<file path="src/rtl/shed_pkg.sv">
package shed_pkg;
  typedef enum logic [1:0] {
    GATE_START = 2'd0,
    GATE_KEEP  = 2'd1,
    GATE_SHED  = 2'd2
  } gate_st_t;
endpackage

</file>
<file path="src/rtl/shed_cfg.sv">
module shed_cfg #(
  parameter int DEPTH = 16,
  parameter int OCC_W = $clog2(DEPTH + 1)
) (
  input  logic             clk,
  input  logic             rst,
  input  logic [OCC_W-1:0] cfg_high,
  input  logic [OCC_W-1:0] cfg_drop,
  output logic [OCC_W-1:0] eff_high,
  output logic [OCC_W-1:0] eff_drop,
  output logic             cfg_err
);
  localparam logic [OCC_W-1:0] DEPTH_O = OCC_W'(DEPTH);
  localparam logic [OCC_W-1:0] TOP_HI  = OCC_W'(DEPTH - 1);

  logic bad;
  assign bad = (cfg_drop <= cfg_high) || (cfg_drop > DEPTH_O);

  always_ff @(posedge clk) begin
    if (rst) begin
      eff_high <= TOP_HI;
      eff_drop <= DEPTH_O;
      cfg_err  <= 1'b0;
    end else begin
      cfg_err <= bad;
      if (bad) begin
        eff_drop <= DEPTH_O;
        eff_high <= (cfg_high > TOP_HI) ? TOP_HI : cfg_high;
      end else begin
        eff_drop <= cfg_drop;
        eff_high <= cfg_high;
      end
    end
  end

  AST_CFG_CLAMP: assert property (@(posedge clk) disable iff (rst)
    (eff_drop > eff_high) && (eff_drop <= DEPTH_O));
endmodule

</file>
<file path="src/rtl/shed_fifo_mem.sv">
module shed_fifo_mem #(
  parameter int DATA_W = 16,
  parameter int DEPTH  = 16,
  parameter int OCC_W  = $clog2(DEPTH + 1)
) (
  input  logic              clk,
  input  logic              rst,
  input  logic              push,
  input  logic [DATA_W-1:0] wr_data,
  input  logic              wr_last,
  input  logic              pop,
  output logic [DATA_W-1:0] rd_data,
  output logic              rd_last,
  output logic [OCC_W-1:0]  occ
);
  localparam int ADDR_W = $clog2(DEPTH);
  localparam logic [OCC_W-1:0] DEPTH_O = OCC_W'(DEPTH);

  logic [DATA_W:0]     mem [DEPTH];
  logic [ADDR_W-1:0]   wr_ptr, rd_ptr;

  always_ff @(posedge clk) begin
    if (push) mem[wr_ptr] <= {wr_last, wr_data};
  end

  assign {rd_last, rd_data} = mem[rd_ptr];

  always_ff @(posedge clk) begin
    if (rst) begin
      wr_ptr <= '0;
      rd_ptr <= '0;
      occ    <= '0;
    end else begin
      if (push) wr_ptr <= wr_ptr + 1'b1;
      if (pop)  rd_ptr <= rd_ptr + 1'b1;
      case ({push, pop})
        2'b10:   occ <= occ + 1'b1;
        2'b01:   occ <= occ - 1'b1;
        default: occ <= occ;
      endcase
    end
  end

  AST_NO_OVERFLOW: assert property (@(posedge clk) disable iff (rst)
    push |-> (occ < DEPTH_O));
  AST_NO_UNDERFLOW: assert property (@(posedge clk) disable iff (rst)
    pop |-> (occ != '0));
endmodule

</file>
<file path="src/rtl/shed_gate.sv">
module shed_gate
  import shed_pkg::*;
#(
  parameter int DEPTH = 16,
  parameter int OCC_W = $clog2(DEPTH + 1)
) (
  input  logic             clk,
  input  logic             rst,
  input  logic             in_valid,
  input  logic             in_last,
  input  logic [OCC_W-1:0] occ,
  input  logic [OCC_W-1:0] eff_drop,
  output logic             in_ready,
  output logic             push,
  output logic             drop_evt,
  output logic             ovf_evt
);
  localparam logic [OCC_W-1:0] DEPTH_O = OCC_W'(DEPTH);

  gate_st_t st;
  logic shed_now, xfer;

  assign shed_now = (st == GATE_START) && (occ >= eff_drop);
  assign in_ready = (st == GATE_SHED) || shed_now || (occ < DEPTH_O);
  assign xfer     = in_valid && in_ready;
  assign push     = xfer && (st != GATE_SHED) && !shed_now;
  assign drop_evt = xfer && shed_now;
  assign ovf_evt  = in_valid && !in_ready;

  always_ff @(posedge clk) begin
    if (rst) begin
      st <= GATE_START;
    end else if (xfer) begin
      case (st)
        GATE_START: st <= in_last ? GATE_START : (shed_now ? GATE_SHED : GATE_KEEP);
        GATE_KEEP:  st <= in_last ? GATE_START : GATE_KEEP;
        GATE_SHED:  st <= in_last ? GATE_START : GATE_SHED;
        default:    st <= GATE_START;
      endcase
    end
  end

  AST_SHED_NO_PUSH: assert property (@(posedge clk) disable iff (rst)
    (st == GATE_SHED) |-> !push);
  AST_SHED_READY: assert property (@(posedge clk) disable iff (rst)
    (st == GATE_SHED) |-> in_ready);
endmodule

</file>
<file path="src/rtl/shed_sat_cnt.sv">
module shed_sat_cnt #(
  parameter int CNT_W = 16
) (
  input  logic             clk,
  input  logic             rst,
  input  logic             clr,
  input  logic             inc,
  output logic [CNT_W-1:0] cnt
);
  always_ff @(posedge clk) begin
    if (rst || clr)         cnt <= '0;
    else if (inc && !(&cnt)) cnt <= cnt + 1'b1;
  end

  AST_CNT_STEP: assert property (@(posedge clk) disable iff (rst)
    (inc && !clr && !(&cnt)) |=> (cnt == $past(cnt) + 1'b1));
  AST_CNT_SAT: assert property (@(posedge clk) disable iff (rst)
    ((&cnt) && !clr) |=> (&cnt));
endmodule

</file>
<file path="src/rtl/shed_stats.sv">
module shed_stats #(
  parameter int OCC_W = 5,
  parameter int CNT_W = 16
) (
  input  logic             clk,
  input  logic             rst,
  input  logic             clr,
  input  logic [OCC_W-1:0] occ,
  input  logic             drop_evt,
  input  logic             ovf_evt,
  output logic [OCC_W-1:0] peak,
  output logic [CNT_W-1:0] drop_cnt,
  output logic [CNT_W-1:0] ovf_cnt
);
  localparam int NCNT = 2;

  logic [NCNT-1:0]  evt;
  logic [CNT_W-1:0] cnt [NCNT];

  assign evt = {ovf_evt, drop_evt};

  for (genvar g = 0; g < NCNT; g++) begin : g_cnt
    shed_sat_cnt #(.CNT_W(CNT_W)) u_cnt (
      .clk (clk),
      .rst (rst),
      .clr (clr),
      .inc (evt[g]),
      .cnt (cnt[g])
    );
  end

  assign drop_cnt = cnt[0];
  assign ovf_cnt  = cnt[1];

  always_ff @(posedge clk) begin
    if (rst || clr)     peak <= '0;
    else if (occ > peak) peak <= occ;
  end

  AST_PEAK_COVERS: assert property (@(posedge clk) disable iff (rst)
    !clr |=> (peak >= $past(occ)));
  AST_CLR_ZERO: assert property (@(posedge clk) disable iff (rst)
    clr |=> (peak == '0) && (drop_cnt == '0) && (ovf_cnt == '0));
endmodule

</file>
<file path="src/rtl/stream_shed_fifo.sv">
module stream_shed_fifo #(
  parameter int DATA_W = 16,
  parameter int DEPTH  = 16,
  parameter int CNT_W  = 16,
  parameter int OCC_W  = $clog2(DEPTH + 1)
) (
  input  logic              clk,
  input  logic              rst,
  input  logic              in_valid,
  output logic              in_ready,
  input  logic [DATA_W-1:0] in_data,
  input  logic              in_last,
  output logic              out_valid,
  input  logic              out_ready,
  output logic [DATA_W-1:0] out_data,
  output logic              out_last,
  output logic [15:0]       out_seq,
  input  logic [OCC_W-1:0]  cfg_high,
  input  logic [OCC_W-1:0]  cfg_drop,
  input  logic [OCC_W-1:0]  cfg_margin,
  output logic              cfg_error,
  output logic              throttle,
  input  logic              sess_clear,
  output logic [OCC_W-1:0]  peak_occ,
  output logic [CNT_W-1:0]  drop_cnt,
  output logic [CNT_W-1:0]  ovf_cnt
);
  localparam logic [OCC_W-1:0] DEPTH_O = OCC_W'(DEPTH);

  logic [OCC_W-1:0] occ, eff_high, eff_drop;
  logic             push, pop, drop_evt, ovf_evt;
  logic [OCC_W:0]   rel_sum;

  shed_cfg #(.DEPTH(DEPTH), .OCC_W(OCC_W)) u_cfg (
    .clk      (clk),
    .rst      (rst),
    .cfg_high (cfg_high),
    .cfg_drop (cfg_drop),
    .eff_high (eff_high),
    .eff_drop (eff_drop),
    .cfg_err  (cfg_error)
  );

  shed_gate #(.DEPTH(DEPTH), .OCC_W(OCC_W)) u_gate (
    .clk      (clk),
    .rst      (rst),
    .in_valid (in_valid),
    .in_last  (in_last),
    .occ      (occ),
    .eff_drop (eff_drop),
    .in_ready (in_ready),
    .push     (push),
    .drop_evt (drop_evt),
    .ovf_evt  (ovf_evt)
  );

  shed_fifo_mem #(.DATA_W(DATA_W), .DEPTH(DEPTH), .OCC_W(OCC_W)) u_mem (
    .clk     (clk),
    .rst     (rst),
    .push    (push),
    .wr_data (in_data),
    .wr_last (in_last),
    .pop     (pop),
    .rd_data (out_data),
    .rd_last (out_last),
    .occ     (occ)
  );

  shed_stats #(.OCC_W(OCC_W), .CNT_W(CNT_W)) u_stats (
    .clk      (clk),
    .rst      (rst),
    .clr      (sess_clear),
    .occ      (occ),
    .drop_evt (drop_evt),
    .ovf_evt  (ovf_evt),
    .peak     (peak_occ),
    .drop_cnt (drop_cnt),
    .ovf_cnt  (ovf_cnt)
  );

  assign out_valid = (occ != '0);
  assign pop       = out_valid && out_ready;
  assign rel_sum   = {1'b0, occ} + {1'b0, cfg_margin};

  always_ff @(posedge clk) begin
    if (rst) begin
      throttle <= 1'b0;
    end else if (throttle) begin
      if (rel_sum < {1'b0, eff_high}) throttle <= 1'b0;
    end else if (occ > eff_high) begin
      throttle <= 1'b1;
    end
  end

  always_ff @(posedge clk) begin
    if (rst)              out_seq <= '0;
    else if (pop && out_last) out_seq <= out_seq + 1'b1;
  end

  AST_THR_RISE: assert property (@(posedge clk) disable iff (rst)
    (occ > eff_high) |=> throttle);
  AST_THR_HOLD: assert property (@(posedge clk) disable iff (rst)
    (throttle && (occ >= eff_high)) |=> throttle);
  AST_REFUSE_FULL: assert property (@(posedge clk) disable iff (rst)
    (in_valid && !in_ready) |-> (occ == DEPTH_O));
  AST_SEQ_STEP: assert property (@(posedge clk) disable iff (rst)
    (pop && out_last) |=> (out_seq == $past(out_seq) + 16'd1));
  AST_SEQ_HOLD: assert property (@(posedge clk) disable iff (rst)
    !(pop && out_last) |=> $stable(out_seq));
endmodule

</file>
<file path="config.mk">
export PLATFORM = sky130hd
export DESIGN_NAME = stream_shed_fifo
export DESIGN_NICKNAME = d
export VERILOG_FILES = /design/src/rtl/shed_pkg.sv /design/src/rtl/shed_cfg.sv /design/src/rtl/shed_fifo_mem.sv /design/src/rtl/shed_gate.sv /design/src/rtl/shed_sat_cnt.sv /design/src/rtl/shed_stats.sv /design/src/rtl/stream_shed_fifo.sv
export SDC_FILE = /design/constraint.sdc
export NUM_CORES = 1
export LEC_CHECK = 0
export BUFFER_PORTS_ARGS = -buffer_cell sky130_fd_sc_hd__buf_2
export CAP_MARGIN = 20
export CORE_MARGIN = 4
export CORE_UTILIZATION = 54
export DETAILED_ROUTE_END_ITERATION = 8
export PLACE_DENSITY = 0.83
export SYNTH_ARGS = -nofsm -noshare
export SYNTH_HDL_FRONTEND = slang
export SYNTH_HIERARCHICAL = 1
export SYNTH_SLANG_ARGS = --single-unit
</file>
<file path="constraint.sdc">
create_clock -name clk -period 3.6 [get_ports clk]
set_input_delay 0.18 -clock clk [delete_from_list [all_inputs] [get_ports clk]]
set_output_delay 0.18 -clock clk [all_outputs]
set_load 0.03 [all_outputs]
</file>
==> qor.txt <==
Final Non-Filler Cells -> 1537
Peak supply drop -> 0.000385 V
most frequent CP cell -> ha_1
f_max -> 301 MHz
Worst EP required -> 4040 ps
DR iter-0 viols -> 801
fin area -> 17600 µm²
dominant synthesized flop cell -> edfxtp_1
Post-Syn Instances -> 980
clock power share -> 32.9%
cell row count -> 61
YS warnings -> 6
Tightest Pin Transition -> 941 ps
NumNets Final -> 1212
post-CTS setup buffers -> 0
Initial Util -> 54.7%
Power Internal -> 0.00783 W
number of synthesized flops with an enable pin -> 272
Post-synth top cells -> edfxtp_1, dfxtp_1, mux4_2
flop2flop setup slack -> 280 ps
critical path type -> reg2reg
number of max-slew violations in the final report -> 0
first-pass GRT wire length -> 53800 µm
CTS Buffer Depth -> 3
synthesized area -> 15200 µm²
RSZ-0062 raised after global routing -> no
maxcap violations -> 0
layout cells sized above 1 -> 25.9%
clock skew -> 25.2 ps
sequential share of the synthesized area -> 64.6%
chip width -> 176 µm
shortest period the worst path allows -> 3320 ps
dpl cells -> 1462
post-synthesis simple-gate area fraction -> 9.01%
gr ovfl total -> 0
WP buf/inv -> 1
placed cell area -> 16300 µm²
Die Ht -> 176 µm
largest net degree at the start of global routing -> 54
Worst path max stage delay -> 430 ps
flops & latches, synth -> 356
pre-CTS WS -> 302 ps
library cells used by synthesis -> 80
Fin Setup TNS -> 0 ps
Post-DRT Antenna Nets -> 0
Worst Slack Setup Final -> 277 ps
mean number of vias per cell -> 6.17
Final Hold Viols -> 0
Critical Path, Cell by Cell -> ha_1 > a21o_1 > a31oi_2 > o211ai_1 > a211oi_1 > inv_1 > ha_1 > xor2_1 > ha_1 > a21oi_1 > xor2_1 > or3_1 > a21oi_1
area grow syn2layout -> 15.1%
Cell Pwr Density -> 633 nW/µm²
Logic pwr share -> 23.8%
Core Box Area -> 27900 µm²
DR pass1 iterations -> 5
critical path arrival -> 3760 ps
Slew headroom -> 37.0%
htree depth -> 2
worst skew pair latency -> 520 ps
vias in the first global route -> 9419
cells taking the most area after synthesis -> edfxtp_1, dfxtp_1, mux4_2
GRT Total Usage -> 22.3%
Adder-Cell Fraction of Synth Area -> 3.58%
DRC viols -> 0
Final Wtd Congestion -> 0.824
Crit. End Element -> flip-flop
Avg Synthesized Cell Area -> 15.6 µm²
clock root buffer -> clkbuf_16
Post-Route WL -> 34700 µm
Leakage -> 6.15 nW
die area -> 31000 µm²
Net Count, Synth -> 1060
Sequential Power Share -> 43.3%
Switching Fraction -> 29.5%
CTS sink cnt -> 356
sw power -> 0.00328 W
Final period util -> 92.3%
family with the most delay on the worst path -> compound AO/OA/AOI/OAI gates
Synth top area share -> 53.6%
Slowest cell on crit path -> dfxtp_1
xor/xnor share of the synthesized area -> 1.21%
status -> complete, no violations
main combinational cell family by area after synthesis -> multiplexers
DP HPWL -> 20200 µm
port buffer count -> 110
initial antenna violation count -> 1
Synth Area in Compound Gates -> 8.64%
top-count cell post-synth -> edfxtp_1
CTS clk-pin slew, worst paths -> 70 ps
Setup violations, final -> 0
routed length per instance -> 22.6 µm
I/O pins -> 111
Vias -> 9487
CTS tree -> yes
TritonCTS Buffers -> 36
post-synth top area cell -> edfxtp_1
Post-synth ARST share -> 0%
Hold WC Path Type -> in2reg
total power -> 0.0111 W
post-synthesis mux area share -> 10.7%
Startpoint Class -> flip-flop
# fillers -> 1991
worst-path fanout max -> 8
==> path summary, 6_finish.rpt <==
path	start	endpoint	depth (start not counted)
setup / recovery	u_mem/occ[2]	u_mem/occ[2]	13
hold / removal	in_data[5]	u_mem/mem[13][5]	1
hold reg to reg	out_seq[15]	out_seq[15]	2
setup reg to reg	u_mem/occ[2]	u_mem/occ[2]	13
==> final cells by class <==
class / instances / area (µm²) / area share, %
antenna: 1 / 2.50 / 0.0143
multi-input combinational: 551 / 5060 / 28.8
clock buffer: 42 / 945 / 5.38
clock inverter: 22 / 201 / 1.15
inverter: 36 / 135 / 0.770
sequential: 356 / 9850 / 56.1
timing repair buffer: 151 / 883 / 5.03
tap: 378 / 473 / 2.69
==> layout by cell type (no fill, tap or decap), types with 9 or more instances in the layout <==
cell type,instances
ha_1,42
clkinv_1,9
dfxtp_1,82
dlygate4sd3_1,10
and4_1,15
inv_1,36
buf_2,110
o21ai_0,25
o31ai_1,11
edfxtp_1,272
nand2_1,48
nand3_1,14
or3_1,14
mux4_2,59
xor2_1,16
and2_1,28
nand4_1,24
mux4_1,9
clkbuf_16,37
buf_4,31
a22oi_1,34
a21oi_1,32
nor2_1,37
==> logic make-up (layout without fill, tap and decap cells) <==
group / after synthesis / in the layout
fa+ha+maj: 43 / 43
flops: 356 / 356
other cells: 0 / 1
mux: 74 / 74
compound gates: 176 / 176
buf+inv: 73 / 251
simple gates: 237 / 237
xor+xnor: 21 / 21
==> worst reg2reg max path, delay by kind of cell (launching register included) <==
family | cells | cell delay, ps
simple gates | 1 | 320
fa+ha+maj | 3 | 860
buf+inv | 1 | 170
xor+xnor | 2 | 290
compound gates | 6 | 1180
flops | 1 | 430
==> stage by stage <==
step / hold slack, ps / util, %
finish: 32.7 / 63.0
global route: 32.5 / 63.0
CTS: 20.9 / 63.0
detailed placement: 390 / 58.5
global placement: 385 / 58.5
floorplan: 252 / -
==> state kept, by name, indices dropped and copies added, names as in the netlist, named ones only <==
signal and cells:
out_seq 16, throttle 1, u_cfg/cfg_err 1, u_cfg/eff_drop 5, u_cfg/eff_high 5, u_gate/st 2
u_mem/mem 272, u_mem/occ 5, u_mem/rd_ptr 4, u_mem/wr_ptr 4, u_stats/g_cnt.u_cnt/cnt 32, u_stats/peak 5
==> timing repair <==
action                                 4_1_cts  5_1_grt
endpoints found under the hold margin       10        0
setup endpoints to repair                    0        0
resized for setup                            0        0
hold buffers                                10        0
==> routing by layer <==
layer	vias up	share of wire (%)	global-route usage, %
met4	2	2.5	6.40
met5	-	0.032	0
met3	65	7.8	4.48
li1	4252	-	-
met1	4751	39	30.0
met2	417	50	37.2
==> power by group through the flow <==
stage / Clock (W) / Combinational [W] / Sequential, W
3_5_place_dp: 0 / 0.00260 / 0.00490
4_1_cts: 0.00371 / 0.00264 / 0.00482
2_1_floorplan: 0 / 0.00199 / 0.00490
6_report: 0.00366 / 0.00264 / 0.00482
5_1_grt: 0.00391 / 0.00287 / 0.00484
3_3_place_gp: 0 / 0.00254 / 0.00488
(Power assumes the default switching activity.)
